### src/rtl/sysctl_pkg.sv
package sysctl_pkg;

    localparam int DW   = 32;
    localparam int IX_W = 5;

    // register index map
    localparam logic [IX_W-1:0] IX_MAINID  = 5'd0;
    localparam logic [IX_W-1:0] IX_CTRL    = 5'd1;
    localparam logic [IX_W-1:0] IX_TPL     = 5'd2;
    localparam logic [IX_W-1:0] IX_PSR     = 5'd3;
    localparam logic [IX_W-1:0] IX_PSRSAT  = 5'd4;
    localparam logic [IX_W-1:0] IX_ACCESS  = 5'd5;
    localparam logic [IX_W-1:0] IX_FPSTAT  = 5'd6;
    localparam logic [IX_W-1:0] IX_FPSATAL = 5'd7;
    localparam logic [IX_W-1:0] IX_FPEXCAL = 5'd8;
    localparam logic [IX_W-1:0] IX_FPCTL   = 5'd9;
    localparam logic [IX_W-1:0] IX_MAILBOX = 5'd10;
    localparam logic [IX_W-1:0] IX_TLBTYPE = 5'd11;
    localparam logic [IX_W-1:0] IX_MEDIA0  = 5'd12;
    localparam logic [IX_W-1:0] IX_MEDIA1  = 5'd13;
    localparam logic [IX_W-1:0] IX_MPID    = 5'd14;
    localparam logic [IX_W-1:0] IX_FPID    = 5'd15;
    localparam logic [IX_W-1:0] IX_CTYPE   = 5'd16;
    localparam logic [IX_W-1:0] IX_CLEVEL  = 5'd17;
    localparam int              N_IMPL     = 18;

    // write policy masks
    localparam logic [DW-1:0] NMFI_BIT    = 32'h0800_0000;
    localparam logic [DW-1:0] CTRL_TPLMSK = 32'h4800_2000;
    localparam logic [DW-1:0] CTRL_ONES   = 32'h00C0_0070;
    localparam logic [DW-1:0] ACC_MASK    = 32'h80F0_0000;
    localparam logic [DW-1:0] FPCTL_MASK  = 32'h6000_0000;
    localparam logic [DW-1:0] FPSTAT_MASK = 32'hFFF7_009F;
    localparam logic [DW-1:0] SAT_BIT     = 32'h0800_0000;
    localparam logic [DW-1:0] FPEXC_BITS  = 32'h0000_009F;
    localparam logic [4:0]    MODE_USER   = 5'h10;

    // fixed identification values
    localparam logic [DW-1:0] MPID_BASE   = 32'h8000_0000;
    localparam logic [DW-1:0] MPID_UP     = 32'h4000_0000;
    localparam logic [DW-1:0] CTYPE_VAL   = 32'h8646_8006;
    localparam logic [DW-1:0] CLEVEL_VAL  = 32'h0020_0000;

    typedef struct packed {
        logic [DW-1:0] mainid;
        logic [DW-1:0] tpl;
        logic [DW-1:0] ctrl;
        logic [DW-1:0] psr;
        logic [DW-1:0] access;
        logic [DW-1:0] fpstat;
        logic [DW-1:0] fpctl;
        logic [DW-1:0] mailbox;
    } sys_regs_t;

    typedef struct packed {
        sys_regs_t regs;
        logic      stale;
        logic      rderr;
    } sys_state_t;

endpackage

### src/rtl/sysctl_wr_merge.sv
module sysctl_wr_merge
    import sysctl_pkg::*;
(
    input  sys_regs_t        cur,
    input  logic             wr_en,
    input  logic [IX_W-1:0]  idx,
    input  logic [DW-1:0]    data,
    output sys_regs_t        nxt,
    output logic             inval
);
    always_comb begin
        nxt   = cur;
        inval = 1'b0;
        if (wr_en) begin
            case (idx)
                IX_MAINID: nxt.mainid = data;
                IX_TPL:    nxt.tpl    = data;
                IX_CTRL: begin
                    nxt.ctrl = (data & ~NMFI_BIT) | (cur.ctrl & NMFI_BIT);
                    inval    = 1'b1;
                end
                IX_PSR: begin
                    nxt.psr = data;
                    inval   = (data[4:0] != cur.psr[4:0]);
                end
                IX_PSRSAT:  nxt.psr    = cur.psr | (data & SAT_BIT);
                IX_ACCESS:  nxt.access = data & ACC_MASK;
                IX_FPSTAT:  nxt.fpstat = (data & FPSTAT_MASK) | (cur.fpstat & ~FPSTAT_MASK);
                IX_FPSATAL: nxt.fpstat = cur.fpstat | (data & SAT_BIT);
                IX_FPEXCAL: nxt.fpstat = cur.fpstat | (data & FPEXC_BITS);
                IX_FPCTL:   nxt.fpctl  = (data & FPCTL_MASK) | (cur.fpctl & ~FPCTL_MASK);
                IX_MAILBOX: nxt.mailbox = data;
                default: ; // read-only, identity and unimplemented indices drop writes
            endcase
        end
    end
endmodule

### src/rtl/sysctl_rd_mux.sv
module sysctl_rd_mux
    import sysctl_pkg::*;
#(
    parameter int              CORE_W      = 8,
    parameter logic [DW-1:0]   TLBTYPE_VAL = 32'h0000_0001,
    parameter logic [DW-1:0]   MEDIA0_VAL  = 32'h1011_0222,
    parameter logic [DW-1:0]   MEDIA1_VAL  = 32'h1111_1111,
    parameter logic [DW-1:0]   FPID_VAL    = 32'h4104_30A0
) (
    input  sys_regs_t          st,
    input  logic [IX_W-1:0]    idx,
    input  logic [CORE_W-1:0]  core_id,
    input  logic               uniproc,
    output logic [DW-1:0]      data,
    output logic               hit
);
    logic [DW-1:0] mpid;

    always_comb begin
        mpid = MPID_BASE | DW'(core_id);
        if (uniproc) mpid = mpid | MPID_UP;
    end

    always_comb begin
        hit  = 1'b1;
        data = '0;
        case (idx)
            IX_MAINID:                          data = st.mainid;
            IX_TPL:                             data = st.tpl;
            IX_CTRL:                            data = st.ctrl;
            IX_PSR, IX_PSRSAT:                  data = st.psr;
            IX_ACCESS:                          data = st.access;
            IX_FPSTAT, IX_FPSATAL, IX_FPEXCAL:  data = st.fpstat;
            IX_FPCTL:                           data = st.fpctl;
            IX_MAILBOX:                         data = st.mailbox;
            IX_TLBTYPE:                         data = TLBTYPE_VAL;
            IX_MEDIA0:                          data = MEDIA0_VAL;
            IX_MEDIA1:                          data = MEDIA1_VAL;
            IX_MPID:                            data = mpid;
            IX_FPID:                            data = FPID_VAL;
            IX_CTYPE:                           data = CTYPE_VAL;
            IX_CLEVEL:                          data = CLEVEL_VAL;
            default:                            hit  = 1'b0;
        endcase
    end
endmodule

### src/rtl/sysctl_regfile.sv
module sysctl_regfile
    import sysctl_pkg::*;
#(
    parameter int            CORE_W      = 8,
    parameter logic [31:0]   ID_DEFAULT  = 32'h5A0C_0001,
    parameter logic [31:0]   TPL_DEFAULT = 32'h4800_2000,
    parameter logic [31:0]   TLBTYPE_VAL = 32'h0000_0001,
    parameter logic [31:0]   MEDIA0_VAL  = 32'h1011_0222,
    parameter logic [31:0]   MEDIA1_VAL  = 32'h1111_1111,
    parameter logic [31:0]   FPID_VAL    = 32'h4104_30A0
) (
    input  logic              clk,
    input  logic              por_n,
    input  logic              rst_n,
    input  logic [CORE_W-1:0] core_id,
    input  logic              uniproc,
    input  logic [4:0]        idx,
    input  logic              wr_en,
    input  logic [31:0]       wr_data,
    input  logic              rd_en,
    output logic [31:0]       rd_data,
    output logic              rd_err,
    output logic              tlb_stale
);
    localparam logic [DW-1:0] CTRL_POR = (TPL_DEFAULT & CTRL_TPLMSK) | CTRL_ONES;

    sys_state_t s_d, s_q;
    sys_regs_t  st_q, merged;
    logic       wr_inval;
    logic       rd_hit;

    assign st_q = s_q.regs;

    sysctl_wr_merge u_merge (
        .cur   (st_q),
        .wr_en (wr_en),
        .idx   (idx),
        .data  (wr_data),
        .nxt   (merged),
        .inval (wr_inval)
    );

    sysctl_rd_mux #(
        .CORE_W      (CORE_W),
        .TLBTYPE_VAL (TLBTYPE_VAL),
        .MEDIA0_VAL  (MEDIA0_VAL),
        .MEDIA1_VAL  (MEDIA1_VAL),
        .FPID_VAL    (FPID_VAL)
    ) u_rd (
        .st      (st_q),
        .idx     (idx),
        .core_id (core_id),
        .uniproc (uniproc),
        .data    (rd_data),
        .hit     (rd_hit)
    );

    always_comb begin
        s_d       = s_q;
        s_d.regs  = merged;
        s_d.stale = wr_en & wr_inval;
        s_d.rderr = rd_en & ~rd_hit;
        if (!rst_n) begin
            // warm reset: identity and template survive
            s_d.regs.ctrl    = (st_q.tpl & CTRL_TPLMSK) | CTRL_ONES;
            s_d.regs.psr     = {{(DW-5){1'b0}}, MODE_USER};
            s_d.regs.access  = '0;
            s_d.regs.fpstat  = '0;
            s_d.regs.fpctl   = '0;
            s_d.regs.mailbox = 32'd1;
            s_d.regs.mainid  = st_q.mainid;
            s_d.regs.tpl     = st_q.tpl;
            s_d.stale        = 1'b0;
            s_d.rderr        = 1'b0;
        end
    end

    always_ff @(posedge clk or negedge por_n) begin
        if (!por_n) begin
            s_q.regs.mainid  <= ID_DEFAULT;
            s_q.regs.tpl     <= TPL_DEFAULT;
            s_q.regs.ctrl    <= CTRL_POR;
            s_q.regs.psr     <= {{(DW-5){1'b0}}, MODE_USER};
            s_q.regs.access  <= '0;
            s_q.regs.fpstat  <= '0;
            s_q.regs.fpctl   <= '0;
            s_q.regs.mailbox <= 32'd1;
            s_q.stale        <= 1'b0;
            s_q.rderr        <= 1'b0;
        end else begin
            s_q <= s_d;
        end
    end

    assign rd_err    = s_q.rderr;
    assign tlb_stale = s_q.stale;
endmodule

### config.mk
export PLATFORM = sky130hd
export DESIGN_NAME = sysctl_regfile
export DESIGN_NICKNAME = d
export VERILOG_FILES = /design/src/rtl/sysctl_pkg.sv /design/src/rtl/sysctl_wr_merge.sv /design/src/rtl/sysctl_rd_mux.sv /design/src/rtl/sysctl_regfile.sv
export SDC_FILE = /design/constraint.sdc
export NUM_CORES = 1
export LEC_CHECK = 0
export ABC_AREA = 1
export BUFFER_PORTS_ARGS = -buffer_cell sky130_fd_sc_hd__buf_2
export CAP_MARGIN = 20
export CORE_ASPECT_RATIO = 0.5
export CORE_MARGIN = 4
export CORE_UTILIZATION = 30
export CTS_BUF_LIST = sky130_fd_sc_hd__clkbuf_4 sky130_fd_sc_hd__clkbuf_8
export CTS_CLUSTER_DIAMETER = 50
export DETAILED_ROUTE_END_ITERATION = 10
export GPL_TIMING_DRIVEN = 1
export PLACE_DENSITY_LB_ADDON = 0.25
export SYNTH_ARGS = -nofsm -noshare
export SYNTH_HDL_FRONTEND = slang
export SYNTH_SLANG_ARGS = --single-unit
### constraint.sdc
create_clock -name clk -period 1.6 [get_ports clk]
set_clock_uncertainty 0.05 [all_clocks]
set_input_delay 0.16 -clock clk [delete_from_list [all_inputs] [get_ports clk]]
set_output_delay 0.16 -clock clk [all_outputs]
set_load 0.005 [all_outputs]
==> flow_metrics.env <==
export IMPL_routed_wl_um=32900
export IMPL_die_area_mm2=0.0339
export IMPL_intPower_uw=7420
export IMPL_pin_count=85
export IMPL_synth_top_cell_area_share=0.460
export IMPL_drtPass1Iterations=5
export IMPL_max_slew_margin_rel=0.691
export IMPL_worst_setup_path_end_kind="output port"
export IMPL_arrival_ps=1540
export IMPL_nNetsFinal=1451
export IMPL_yosys_register_bits=190
export IMPL_netlist_top_cells_count="402 x nand2_1, 170 x dfrtp_1, 100 x o21ai_0"
export IMPL_clk_latency_ps=480
export IMPL_tightest_slew_ps=462
export IMPL_layout_setup_ws_ps=-151
export IMPL_gr_usage_all_layers=0.188
export IMPL_syn_area_per_cell_um2=7.85
export IMPL_finalSetupTns_ps=-595
export IMPL_drt_first_iter_violations=884
export IMPL_period_share=1.09
export IMPL_grt_max_degree=48
export IMPL_final_antenna_net_count=0
export IMPL_status="complete, but fails checks"
export IMPL_ys_flop_type="dfrtp_1"
export IMPL_vias=8901
export IMPL_powerDensity_mw_per_mm2=828
export IMPL_synth_edf_count=0
export IMPL_netlist_top_cells_area="dfrtp_1 46%, nand2_1 16%, dfstp_2 5.7%"
export IMPL_path_class="reg2out"
export IMPL_dp_hpwl_um=21500
export IMPL_fmaxAchievable_ghz=0.571
export IMPL_finalMaxSlewViolations=0
export IMPL_grt_pass1_vias=8546
export IMPL_maxCapViolations=0
export IMPL_fp_dieH_um=132
export IMPL_synth_fp_nets=1229
export IMPL_start_kind="register"
export IMPL_clock_path_buffers=2
export IMPL_syn_to_final_growth_pct=34.4
export IMPL_worstHoldPathType="in2reg"
export IMPL_coreArea_mm2=0.0303
export IMPL_finalHoldViolCount=0
export IMPL_ys_types=32
export IMPL_cts_root_buffer="clkbuf_8"
export IMPL_place_ws_ps=-89.8
export IMPL_start_util=0.305
export IMPL_p_switching_uw=2870
export IMPL_multiInputGateArea_mm2=0.00406
export IMPL_globalplace_congestion=0.900
export IMPL_cts_tree="built"
export IMPL_dpl_cell_area_mm2=0.0109
export IMPL_drive_gt1_frac=0.279
export IMPL_finalCriticalPeriod_ps=1750
export IMPL_clkTransAtPathRegs_ps=100
export IMPL_grt_pass1_wl_um=49900
export IMPL_required_ps=1390
export IMPL_h_tree_depth=4
export IMPL_hold_ws_ps=48.4
export IMPL_port_buffers=84
export IMPL_gr_total_overflow=0
export IMPL_vdd_drop_max_v=0.000581
export IMPL_yosys_warnings=0
export IMPL_drcViolationCount=0
export IMPL_fin_area_mm2=0.0124
export IMPL_rsz0062_at_grt="yes"
export IMPL_cts_sinks=190
export IMPL_setup_viol=21
export IMPL_vias_per_cell=4.91
export IMPL_async_flop_share=1.00
export IMPL_synth_most_common_cell="nand2_1"
export IMPL_power_leakage_uw=0.00610
export IMPL_synthCells=1178
export IMPL_swShare=0.279
export IMPL_syn_area_mm2=0.00925
export IMPL_seq_area_mm2=0.00478
export IMPL_antenna_found_initial=0
export IMPL_violations="setup timing"
export IMPL_insertedDiodeCount=0
export IMPL_p_clk_frac=0.335
export IMPL_cts_buffers=17
export IMPL_fillers=3025
export IMPL_wl_per_cell_um=18.1
export IMPL_synth_largest_area_cell="dfrtp_1"
export IMPL_cp_max_fo=2
export IMPL_p_comb_frac=0.140
export IMPL_placementRows=45
export IMPL_seq_area_frac_synth=0.517
export IMPL_pwr_share_seq=0.525
export IMPL_fp_dieW_um=256
-- final cells by class --
type | count | share of cell area
Clock buffer | 20 | 0.0211
Clock inverter | 12 | 0.0128
Inverter | 98 | 0.0312
Multi-Input combinational cell | 834 | 0.326
Sequential cell | 190 | 0.384
Tap cell | 399 | 0.0402
Timing Repair Buffer | 259 | 0.184
-- layer usage --
metal / up-vias / track usage / wire, um
met4: 0 / 0.0520 / 704
li1: 4244 / - / -
met5: - / 0 / 0
met1: 4355 / 0.271 / 15500
met3: 45 / 0.0320 / 1790
met2: 257 / 0.295 / 14900
-- layout by cell type, fill, tap and decap left out, types with 5 or more instances in the layout --
master           n
nand4_1          5
inv_1           80
nor2_2          13
dfstp_2         20
buf_6           13
nand2_4          6
dlygate4sd3_1   34
nand2_1        371
a21oi_2         13
o21ai_2          7
o21ai_0         86
buf_12          23
nor2_1          54
nor2_4          14
nand3_2          7
buf_4          104
clkbuf_8        19
inv_2           14
a21oi_1         22
buf_2           76
nand2_2         33
o21ai_1         93
o22ai_1         15
nand3_1         82
dfrtp_1        170
-- power groups by stage --
stage | Sequential, uW | Clock, uW | Combinational, uW
4_1_cts | 5380 | 3510 | 1360
6_report | 5400 | 3450 | 1440
3_5_place_dp | 5460 | 0 | 1240
5_1_grt | 5440 | 3730 | 1590
3_3_place_gp | 5450 | 0 | 1210
2_1_floorplan | 5420 | 0 | 633
-- repair_timing --
action | 4_1_cts | 5_1_grt
gates cloned | 2 | 4
pin swaps | 36 | 48
endpoints found under the hold margin | 340 | 0
hold buffers | 34 | 0
gates resized for setup | 50 | 86
buffers inserted | 11 | 28
setup endpoints to repair | 31 | 32
-- state kept, by name, summed over array words and instances, names as in the netlist --
signal,flops
s_q,188
rd_err,1
tlb_stale,1
-- cells by family (layout without fill, tap and decap cells) --
group,Yosys count,after routing,share of synthesized area
buffers and inverters,154,389,0.0739
AOI/OAI and AO/OA,242,242,0.137
DFF,190,190,0.517
xor gates and xnor gates,1,1,0.000947
and+or+nand+nor,591,591,0.271
-- critical path: stages, from the launching register on --
cell      delay (ps)
dfrtp_1          400
o211ai_1         170
nand2_1           90
a21oi_2          160
nand3_1          100
buf_2            140
-- through the flow --
step	utilization	total power, uW	cells
CTS	0.393	10300	1784
finish	0.410	10300	1812
global placement	0.359	6660	1705
global route	0.410	10800	1812
detailed placement	0.359	6700	1705
floorplan	-	6050	1178
-- worst paths after layout --
check	from	end	slack [ps]	depth (start not counted)
worst min-delay path	wr_data[4]	s_q[230]	50	3
worst max-delay path	s_q[183]	rd_data[21]	-150	5
worst max register to register	s_q[131]	tlb_stale	380	7
min in group asynchronous	por_n	s_q[64]	110	2
worst min register to register	s_q[166]	s_q[166]	430	2
max in group asynchronous	por_n	s_q[207]	730	3
Note: power is estimated with default switching activity, not from simulation.
